## config.mk

```make
export PLATFORM = sky130hd
export DESIGN_NAME = hbus_cmd_front
export DESIGN_NICKNAME = d
export VERILOG_FILES = /design/src/rtl/hbus_front_pkg.sv /design/src/rtl/hbus_cmd_decode.sv /design/src/rtl/hbus_cmd_seq.sv /design/src/rtl/hbus_reg_bank.sv /design/src/rtl/hbus_cmd_front.sv
export SDC_FILE = /design/constraint.sdc
export NUM_CORES = 1
export LEC_CHECK = 0
export ABC_CLOCK_PERIOD_IN_PS = 2000
export BUFFER_PORTS_ARGS = -buffer_cell sky130_fd_sc_hd__buf_4
export CAP_MARGIN = 10
export CORE_MARGIN = 5
export CORE_UTILIZATION = 40
export DETAILED_ROUTE_END_ITERATION = 12
export PLACE_DENSITY = 0.65
export SLEW_MARGIN = 20
export SYNTH_ARGS = -nofsm -noshare
export SYNTH_HDL_FRONTEND = slang
export SYNTH_HIERARCHICAL = 1
export SYNTH_SLANG_ARGS = --single-unit
```

## constraint.sdc

```tcl
create_clock -name clk_i -period 2 [get_ports clk_i]
set_input_delay 0.3 -clock clk_i [delete_from_list [all_inputs] [get_ports clk_i]]
set_output_delay 0.3 -clock clk_i [all_outputs]
set_load 0.01 [all_outputs]
```

## src/rtl/hbus_front_pkg.sv

```systemverilog
`timescale 1ns/1ps
package hbus_front_pkg;
  localparam int unsigned OP_W = 4;
  localparam int unsigned NREG = 7;

  typedef enum logic [OP_W-1:0] {
    OP_NONE = 4'b0000, OP_RST  = 4'b0001, OP_RREG = 4'b0010,
    OP_WAKE = 4'b0101, OP_WREG = 4'b0111, OP_RD1  = 4'b1000,
    OP_RD2  = 4'b1001, OP_WB1  = 4'b1100, OP_WB2  = 4'b1101,
    OP_WB3  = 4'b1110, OP_WB4  = 4'b1111
  } op_e;

  localparam int unsigned IDX_CMD = 0;
  localparam int unsigned IDX_CFG = 1;
  localparam int unsigned IDX_ADR = 2;
  localparam int unsigned IDX_WDT = 3;
  localparam int unsigned IDX_RDT = 4;
  localparam int unsigned IDX_IEN = 5;
  localparam int unsigned IDX_STS = 6;

  function automatic logic op_is_valid(logic [OP_W-1:0] c);
    case (c)
      OP_RST, OP_RREG, OP_WAKE, OP_WREG, OP_RD1, OP_RD2,
      OP_WB1, OP_WB2, OP_WB3, OP_WB4: return 1'b1;
      default: return 1'b0;
    endcase
  endfunction

  function automatic logic op_is_read(logic [OP_W-1:0] c);
    return (c == OP_RREG) || (c == OP_RD1) || (c == OP_RD2);
  endfunction
endpackage

```

## src/rtl/hbus_cmd_decode.sv

```systemverilog
`timescale 1ns/1ps
module hbus_cmd_decode
  import hbus_front_pkg::*;
#(
  parameter int unsigned ADDR_W = 5,
  localparam int unsigned IDX_W = ADDR_W - 2
) (
  input  logic              sel_i,
  input  logic              wr_i,
  input  logic [ADDR_W-1:0] addr_i,
  output logic [NREG-1:0]   wr_stb_o,
  output logic              hit_o,
  output logic [IDX_W-1:0]  idx_o
);
  logic aligned;
  assign aligned = (addr_i[1:0] == 2'b00);
  assign idx_o   = addr_i[ADDR_W-1:2];
  assign hit_o   = aligned && (int'(idx_o) < NREG);

  for (genvar g = 0; g < NREG; g++) begin : g_stb
    assign wr_stb_o[g] = sel_i & wr_i & hit_o & (idx_o == IDX_W'(g));
  end
endmodule

```

## src/rtl/hbus_cmd_seq.sv

```systemverilog
`timescale 1ns/1ps
module hbus_cmd_seq
  import hbus_front_pkg::*;
#(
  parameter int unsigned DW = 32
) (
  input  logic            clk_i,
  input  logic            rst_ni,
  input  logic            cmd_we_i,
  input  logic [OP_W-1:0] code_i,
  input  logic            sts_we_i,
  input  logic            sts_clr_i,
  input  logic            done_i,
  input  logic [DW-1:0]   eng_rdata_i,
  output logic            busy_o,
  output logic [OP_W-1:0] op_o,
  output logic            start_o,
  output logic            sts_o,
  output logic [DW-1:0]   rdata_o
);
  logic launch, finish;
  assign launch = cmd_we_i && !busy_o && op_is_valid(code_i);
  assign finish = done_i && busy_o;

  always_ff @(posedge clk_i or negedge rst_ni) begin
    if (!rst_ni) begin
      busy_o  <= 1'b0;
      op_o    <= '0;
      start_o <= 1'b0;
      sts_o   <= 1'b0;
      rdata_o <= '0;
    end else begin
      start_o <= launch;
      if (sts_we_i && sts_clr_i) sts_o <= 1'b0;
      if (launch) begin
        busy_o <= 1'b1;
        op_o   <= code_i;
        sts_o  <= 1'b0;
      end
      // completion and launch are exclusive: one needs busy, the other idle
      if (finish) begin
        busy_o <= 1'b0;
        sts_o  <= 1'b1;
        if (op_is_read(op_o)) rdata_o <= eng_rdata_i;
      end
    end
  end
endmodule

```

## src/rtl/hbus_reg_bank.sv

```systemverilog
`timescale 1ns/1ps
module hbus_reg_bank
  import hbus_front_pkg::*;
#(
  parameter int unsigned DW = 32,
  parameter int unsigned IDX_W = 3
) (
  input  logic             clk_i,
  input  logic             rst_ni,
  input  logic [NREG-1:0]  wr_stb_i,
  input  logic [DW-1:0]    wdata_i,
  input  logic             hit_i,
  input  logic [IDX_W-1:0] idx_i,
  input  logic [OP_W-1:0]  cmd_view_i,
  input  logic [DW-1:0]    rdata_cap_i,
  input  logic             sts_i,
  output logic [DW-1:0]    cfg_o,
  output logic [DW-1:0]    addr_o,
  output logic [DW-1:0]    wdat_o,
  output logic             ien_o,
  output logic [DW-1:0]    rd_o
);
  always_ff @(posedge clk_i or negedge rst_ni) begin
    if (!rst_ni) begin
      cfg_o  <= '0;
      addr_o <= '0;
      wdat_o <= '0;
      ien_o  <= 1'b0;
    end else begin
      if (wr_stb_i[IDX_CFG]) cfg_o  <= wdata_i;
      if (wr_stb_i[IDX_ADR]) addr_o <= wdata_i;
      if (wr_stb_i[IDX_WDT]) wdat_o <= wdata_i;
      if (wr_stb_i[IDX_IEN]) ien_o  <= wdata_i[0];
    end
  end

  always_comb begin
    rd_o = '0;
    if (hit_i) begin
      case (int'(idx_i))
        IDX_CMD: rd_o = DW'(cmd_view_i);
        IDX_CFG: rd_o = cfg_o;
        IDX_ADR: rd_o = addr_o;
        IDX_WDT: rd_o = wdat_o;
        IDX_RDT: rd_o = rdata_cap_i;
        IDX_IEN: rd_o = DW'(ien_o);
        IDX_STS: rd_o = DW'(sts_i);
        default: rd_o = '0;
      endcase
    end
  end
endmodule

```

## src/rtl/hbus_cmd_front.sv

```systemverilog
`timescale 1ns/1ps
module hbus_cmd_front
  import hbus_front_pkg::*;
#(
  parameter int unsigned ADDR_W = 5,
  parameter int unsigned DW = 32,
  localparam int unsigned IDX_W = ADDR_W - 2
) (
  input  logic              clk_i,
  input  logic              rst_ni,
  input  logic              bus_sel_i,
  input  logic              bus_wr_i,
  input  logic [ADDR_W-1:0] bus_addr_i,
  input  logic [DW-1:0]     bus_wdata_i,
  output logic [DW-1:0]     bus_rdata_o,
  output logic              eng_start_o,
  output logic [OP_W-1:0]   eng_op_o,
  output logic [DW-1:0]     eng_addr_o,
  output logic [DW-1:0]     eng_wdata_o,
  output logic [DW-1:0]     eng_cfg_o,
  input  logic              eng_done_i,
  input  logic [DW-1:0]     eng_rdata_i,
  output logic              irq_o
);
  logic [NREG-1:0]  wr_stb;
  logic             hit;
  logic [IDX_W-1:0] idx;
  logic             busy_w, sts_w, ien_w;
  logic [OP_W-1:0]  op_w, cmd_view;
  logic [DW-1:0]    rcap_w;

  hbus_cmd_decode #(.ADDR_W(ADDR_W)) u_dec (
    .sel_i(bus_sel_i), .wr_i(bus_wr_i), .addr_i(bus_addr_i),
    .wr_stb_o(wr_stb), .hit_o(hit), .idx_o(idx)
  );

  hbus_cmd_seq #(.DW(DW)) u_seq (
    .clk_i(clk_i), .rst_ni(rst_ni),
    .cmd_we_i(wr_stb[IDX_CMD]), .code_i(bus_wdata_i[OP_W-1:0]),
    .sts_we_i(wr_stb[IDX_STS]), .sts_clr_i(bus_wdata_i[0]),
    .done_i(eng_done_i), .eng_rdata_i(eng_rdata_i),
    .busy_o(busy_w), .op_o(op_w), .start_o(eng_start_o),
    .sts_o(sts_w), .rdata_o(rcap_w)
  );

  assign cmd_view = busy_w ? op_w : '0;

  hbus_reg_bank #(.DW(DW), .IDX_W(IDX_W)) u_bank (
    .clk_i(clk_i), .rst_ni(rst_ni), .wr_stb_i(wr_stb), .wdata_i(bus_wdata_i),
    .hit_i(hit), .idx_i(idx), .cmd_view_i(cmd_view), .rdata_cap_i(rcap_w),
    .sts_i(sts_w), .cfg_o(eng_cfg_o), .addr_o(eng_addr_o), .wdat_o(eng_wdata_o),
    .ien_o(ien_w), .rd_o(bus_rdata_o)
  );

  assign eng_op_o = op_w;
  assign irq_o    = sts_w & ien_w;
endmodule

```

==> results.yml, run 1 <==
status:
  status: "completed"
routing:
  route.detailed.drc: 0
  firstDrtPassIters: 5
  ant_nets: 0
  wl_um: 19200
  first_iter_violations: 234
  viasPerCell: 5.28
  num_vias: 5040
  routedWlPerCell_um: 20.1
yosys:
  synthCells: 503
  synth-warning-count: 6
  syn_area_per_cell_um2: 12.8
  syn_area_um2: 6430
  synth_nets: 577
sta:
  holdWs_ns: 0.0788
  slew_headroom_pct: 64.7
  final-hold-violation-count: 0
  fin_crit_ns: 1.94
  clock.fmax_mhz: 516
  slew_violations: 0
  tns_ns: 0
  setup_ws_ns: 0.0609
  finClkSkew_ns: 0.00543
  worst_pin_slew_ns: 0.529
  setup_viol: 0
  fin_crit_sh_pct: 97.0
cts:
  clock-sinks: 136
  clockRootBuffer: "clkbuf_16"
  path_clk_slew_ns: 0.06
  cts_max_path_buffers: 2
  cts_buffers: 17
  insertion_delay_ns: 0.42
  tritoncts: "done"
  cts_max_level: 4
final_layout:
  num_antenna_cells: 0
  area_growth_pct: 41.5
  final_util_pct: 57.5
  stdcell_count: 954
  stdcell_area_um2: 9100
  layout-drive-gt1-share_pct: 58.4
  nets: 799
pwr:
  p_comb_share_pct: 17.6
  pwr-share-clk_pct: 40.5
  p_per_area_nw_per_um2: 888
  worst_ir_drop_vdd_mv: 0.570
  switchingPower_mw: 2.07
  finalPower_mw: 8.08
  pwr-share-seq_pct: 41.9
  p_sw_share_pct: 25.7
  power_leakage_nw: 4.28
  internal_power_mw: 6.01
worst_setup_path:
  rrSetupSlack_ns: 0.06
  reg2reg_depth: 4
  critPathMaxStageDelay_ns: 0.42
  crit_fanout: 19
  worstSetupPathType: "flop to flop"
  cp.required_ns: 2.30
  slowest_stage: "or3b_1"
  path_cells: "or3b_1 -> a211oi_4 -> buf_12 -> mux2_2"
  critPathLaunchType: "flop"
  arrival_ns: 2.24
  critPathCaptureType: "flop"
  r2r-end: "u_seq/rdata_o[25]"
  r2r-start: "u_seq/op_o[0]"
global_route:
  grt_pass1_wl_um: 29400
  antenna_found_initial: 0
  grt_max_degree: 55
  track_usage_pct: 20.5
  grt_pass1_vias: 5424
  overflow: 0
placement:
  portBuffers: 207
  gp_congestion: 0.830
  dp_hpwl_um: 13600
  place_ws_ns: 0.0340
  dpl_cell_area_um2: 8390
  dp_cells: 915
floorplan:
  core_area_um2: 15800
  io_pins: 208
  die_area_um2: 18700
  start_util_pct: 40.7
  std_cell_rows: 46
  die_x_um: 137
  fp.dieH_um: 137
hold_path:
  min_from: "eng_done_i"
  worstHoldPathCells: 2
  min_path_type: "input port to flop"
  hold_end: "u_seq/busy_o"
job:
  drv_cap: 0
-- layout make-up --
cell class | instances | area, um^2
multi-input cells | 324 | 2810
well taps | 216 | 270
fillers | 1360 | 6720
clock inverters | 10 | 143
clock buffers | 22 | 484
flip-flops and latches | 136 | 3400
repair buffers | 242 | 1980
inverters | 4 | 15.0
-- cell usage in the layout (no fill, tap or decap), drive strengths merged, types with 2 or more instances in the layout --
cell type and instances:
and2 6, nor3 2, or2 29, a31oi 2, or4b 2, a22oi 58, dfrtp 136, clkbuf 22
nor2 6, mux2 136, o22ai 2, clkinvlp 4, buf 241, nor4 2, and2b 2, nand3 2
nor2b 3, nand2 9, a2bb2oi 2, bufinv 3, nand2b 6, inv 4, clkinv 3, a211oi 3
a21oi 39, o21ai 4
-- worst max-delay path: cells and delay by family, from the launching register on --
| kind | cells | cell delay, ns |
|---|---|---|
| and+or+nand+nor | 1 | 0.42 |
| DFF | 1 | 0.40 |
| AOI/OAI and AO/OA | 1 | 0.40 |
| muxes | 1 | 0.36 |
| buffers and inverters | 1 | 0.24 |
-- routing by layer --
layer / vias up / routed length, um / GRT usage [%]
li1: 2284 / - / -
met3: 30 / 1480 / 6.43
met5: - / 0 / 0
met1: 2518 / 8110 / 26.6
met2: 208 / 9230 / 32.5
met4: 0 / 393 / 7.26
-- repair_timing --
item	4_1_cts	5_1_grt
resized for setup	4	11
hold buffers	1	0
hold endpoints to repair	52	0
pin swaps	2	3
endpoints found under the setup margin	3	12
setup buffers	4	3
-- power by group through the flow --
stage	registers, mW	logic, mW	clock network (mW)
floorplan	3.48	0.510	0
global placement	3.42	1.37	0
detailed placement	3.44	1.41	0
CTS	3.39	1.41	3.33
global route	3.44	1.53	3.43
finish	3.39	1.42	3.27
-- how the worst max path moves through the flow --
stage / slack (ns) / startpoint / end / cells past startpoint
2_1_floorplan: 0.20 / u_seq/op_o[0] / u_seq/rdata_o[16] / 4
3_3_place_gp: 0.06 / u_seq/op_o[0] / u_seq/rdata_o[24] / 4
4_1_cts: -0.004 / u_seq/op_o[3] / bus_rdata_o[3] / 6
5_1_grt: -0.00006 / bus_addr_i[4] / bus_rdata_o[15] / 7
6_report: 0.06 / u_seq/op_o[0] / u_seq/rdata_o[25] / 4
3_5_place_dp: 0.03 / u_seq/op_o[0] / u_seq/rdata_o[21] / 4
-- sequential cells by signal (all words and copies together), names as in the netlist --
signal         flops
u_seq/rdata_o     32
u_bank/wdat_o     32
u_seq/op_o         4
u_bank/addr_o     32
u_bank/cfg_o      32
u_seq/sts_o        1
u_seq/start_o      1
u_seq/busy_o       1
u_bank/ien_o       1
(Power assumes the default switching activity.)
==> inputs of run 2 (changes only) <==
--- a/config.mk
+++ b/config.mk
@@ -9,9 +9,9 @@
 export BUFFER_PORTS_ARGS = -buffer_cell sky130_fd_sc_hd__buf_4
 export CAP_MARGIN = 10
 export CORE_MARGIN = 5
-export CORE_UTILIZATION = 40
+export CORE_UTILIZATION = 51
 export DETAILED_ROUTE_END_ITERATION = 12
-export PLACE_DENSITY = 0.65
+export PLACE_DENSITY = 0.8
 export SLEW_MARGIN = 20
 export SYNTH_ARGS = -nofsm -noshare
 export SYNTH_HDL_FRONTEND = slang
==> results.yml, run 2 (synthesis results as in run 1) <==
global_route:
  grt_pass1_vias: 5464
  grt_max_degree: 53
  antenna_found_initial: 0
  grt_pass1_wl_um: 29600
  overflow: 0
  track_usage_pct: 25.6
floorplan:
  fp.dieH_um: 122
  die_x_um: 122
  start_util_pct: 51.4
  io_pins: 208
  std_cell_rows: 41
  core_area_um2: 12500
  die_area_um2: 15000
final_layout:
  area_growth_pct: 40.4
  layout_commonest_cell: "buf_4"
  layout_common_cells: "buf_4, dfrtp_1, mux2_2"
  layout-drive-gt1-share_pct: 58.7
  stdcell_area_um2: 9030
  nets: 797
  num_antenna_cells: 0
routing:
  routedWlPerCell_um: 21.0
  route.detailed.drc: 0
  viasPerCell: 5.64
  ant_nets: 0
  num_vias: 5119
  wl_um: 19100
  first_iter_violations: 368
  firstDrtPassIters: 5
sta:
  clock.fmax_mhz: 498
  holdWs_ns: 0.0867
  worst_pin_slew_ns: 0.501
  final-hold-violation-count: 0
  finClkSkew_ns: 0.0133
  slew_headroom_pct: 66.6
  tns_ns: -0.00977
  setup_ws_ns: -0.00977
  slew_violations: 0
  setup_viol: 2
  fin_crit_sh_pct: 100
  rsz0062_at_grt: "true"
  fin_crit_ns: 2.01
cts:
  tritoncts: "done"
  insertion_delay_ns: 0.42
  cts_max_level: 4
  clock-sinks: 136
  clockRootBuffer: "clkbuf_16"
  path_clk_slew_ns: 0.06
  cts_max_path_buffers: 2
  cts_buffers: 17
pwr:
  p_sw_share_pct: 25.5
  internal_power_mw: 5.90
  power_leakage_nw: 4.28
  pwr-share-clk_pct: 39.2
  switchingPower_mw: 2.03
  p_per_area_nw_per_um2: 878
  finalPower_mw: 7.93
  pwr-share-seq_pct: 42.8
  worst_ir_drop_vdd_mv: 0.433
  p_comb_share_pct: 18.0
worst_setup_path:
  critPathLaunchType: "flop"
  crit_fanout: 5
  rrSetupSlack_ns: 0
  reg2reg_depth: 5
  arrival_ns: 1.71
  cp.required_ns: 1.70
  worstSetupPathType: "flop to output port"
  r2r-end: "u_seq/rdata_o[15]"
  r2r-start: "u_seq/op_o[0]"
  critPathCaptureType: "output port"
status:
  status: "complete, but fails checks"
  violations: "negative setup slack"
hold_path:
  worstHoldPathCells: 2
  min_from: "eng_done_i"
  min_path_type: "input port to flop"
  hold_end: "u_seq/busy_o"
placement:
  dp_hpwl_um: 13200
  dpl_cell_area_um2: 8340
  gp_congestion: 0.842
  portBuffers: 207
job:
  drv_cap: 0
[run 2: power groups by stage]
stage	clock network [mW]	logic [mW]	registers [mW]
2_1_floorplan	0	0.510	3.48
3_3_place_gp	0	1.36	3.41
3_5_place_dp	0	1.41	3.43
4_1_cts	3.15	1.42	3.39
5_1_grt	3.28	1.53	3.44
6_report	3.10	1.43	3.39
[run 2: per-stage QoR]
stage	util [%]	setup slack (ns)	std cells
2_1_floorplan	-	0.204	503
3_3_place_gp	66.6	0.0975	872
3_5_place_dp	66.6	0.0592	872
4_1_cts	71.5	0.00638	904
5_1_grt	72.2	-0.0585	908
6_report	72.2	-0.00977	908
[run 2: worst max-delay path by stage]
stage,slack (ns),cells past startpoint,to,start
after floorplan,0.20,4,u_seq/rdata_o[16],u_seq/op_o[0]
after global placement,0.1,7,bus_rdata_o[9],bus_addr_i[4]
after detailed placement,0.06,7,bus_rdata_o[12],bus_addr_i[3]
after CTS,0.006,5,bus_rdata_o[0],u_seq/busy_o
after global routing,-0.06,6,bus_rdata_o[2],u_seq/busy_o
final,-0.01,6,bus_rdata_o[2],u_seq/busy_o
[run 2: area by class of cell]
class | count | area [um^2]
fillers | 916 | 3480
flip-flops and latches | 136 | 3400
multi-input cells | 324 | 2840
repair buffers | 240 | 1970
clock buffers | 24 | 502
well taps | 172 | 215
clock inverters | 8 | 92.6
inverters | 4 | 15.0
[run 2: what timing repair did]
item	CTS	global route
cloned	0	0
setup endpoints to repair	4	8
hold buffers	1	0
pin swaps	4	7
setup buffers	1	4
hold endpoints to repair	49	0
resized for setup	7	15
[run 2: critical path: stages (launching register included)]
cell     delay (ns)
dfrtp_1        0.39
buf_6          0.13
and2_4         0.12
mux2_4         0.28
o21ai_4        0.16
a21oi_2        0.07
buf_4          0.15
[run 2: per-layer routing]
metal	routed length, um	global-route usage [%]	part of all wire (%)	vias up
met4	337	9.59	1.8	0
met5	0	0	0	-
met1	7460	30.9	39	2592
met3	1370	6.04	7.2	22
met2	9910	44.5	52	226
li1	-	-	-	2279
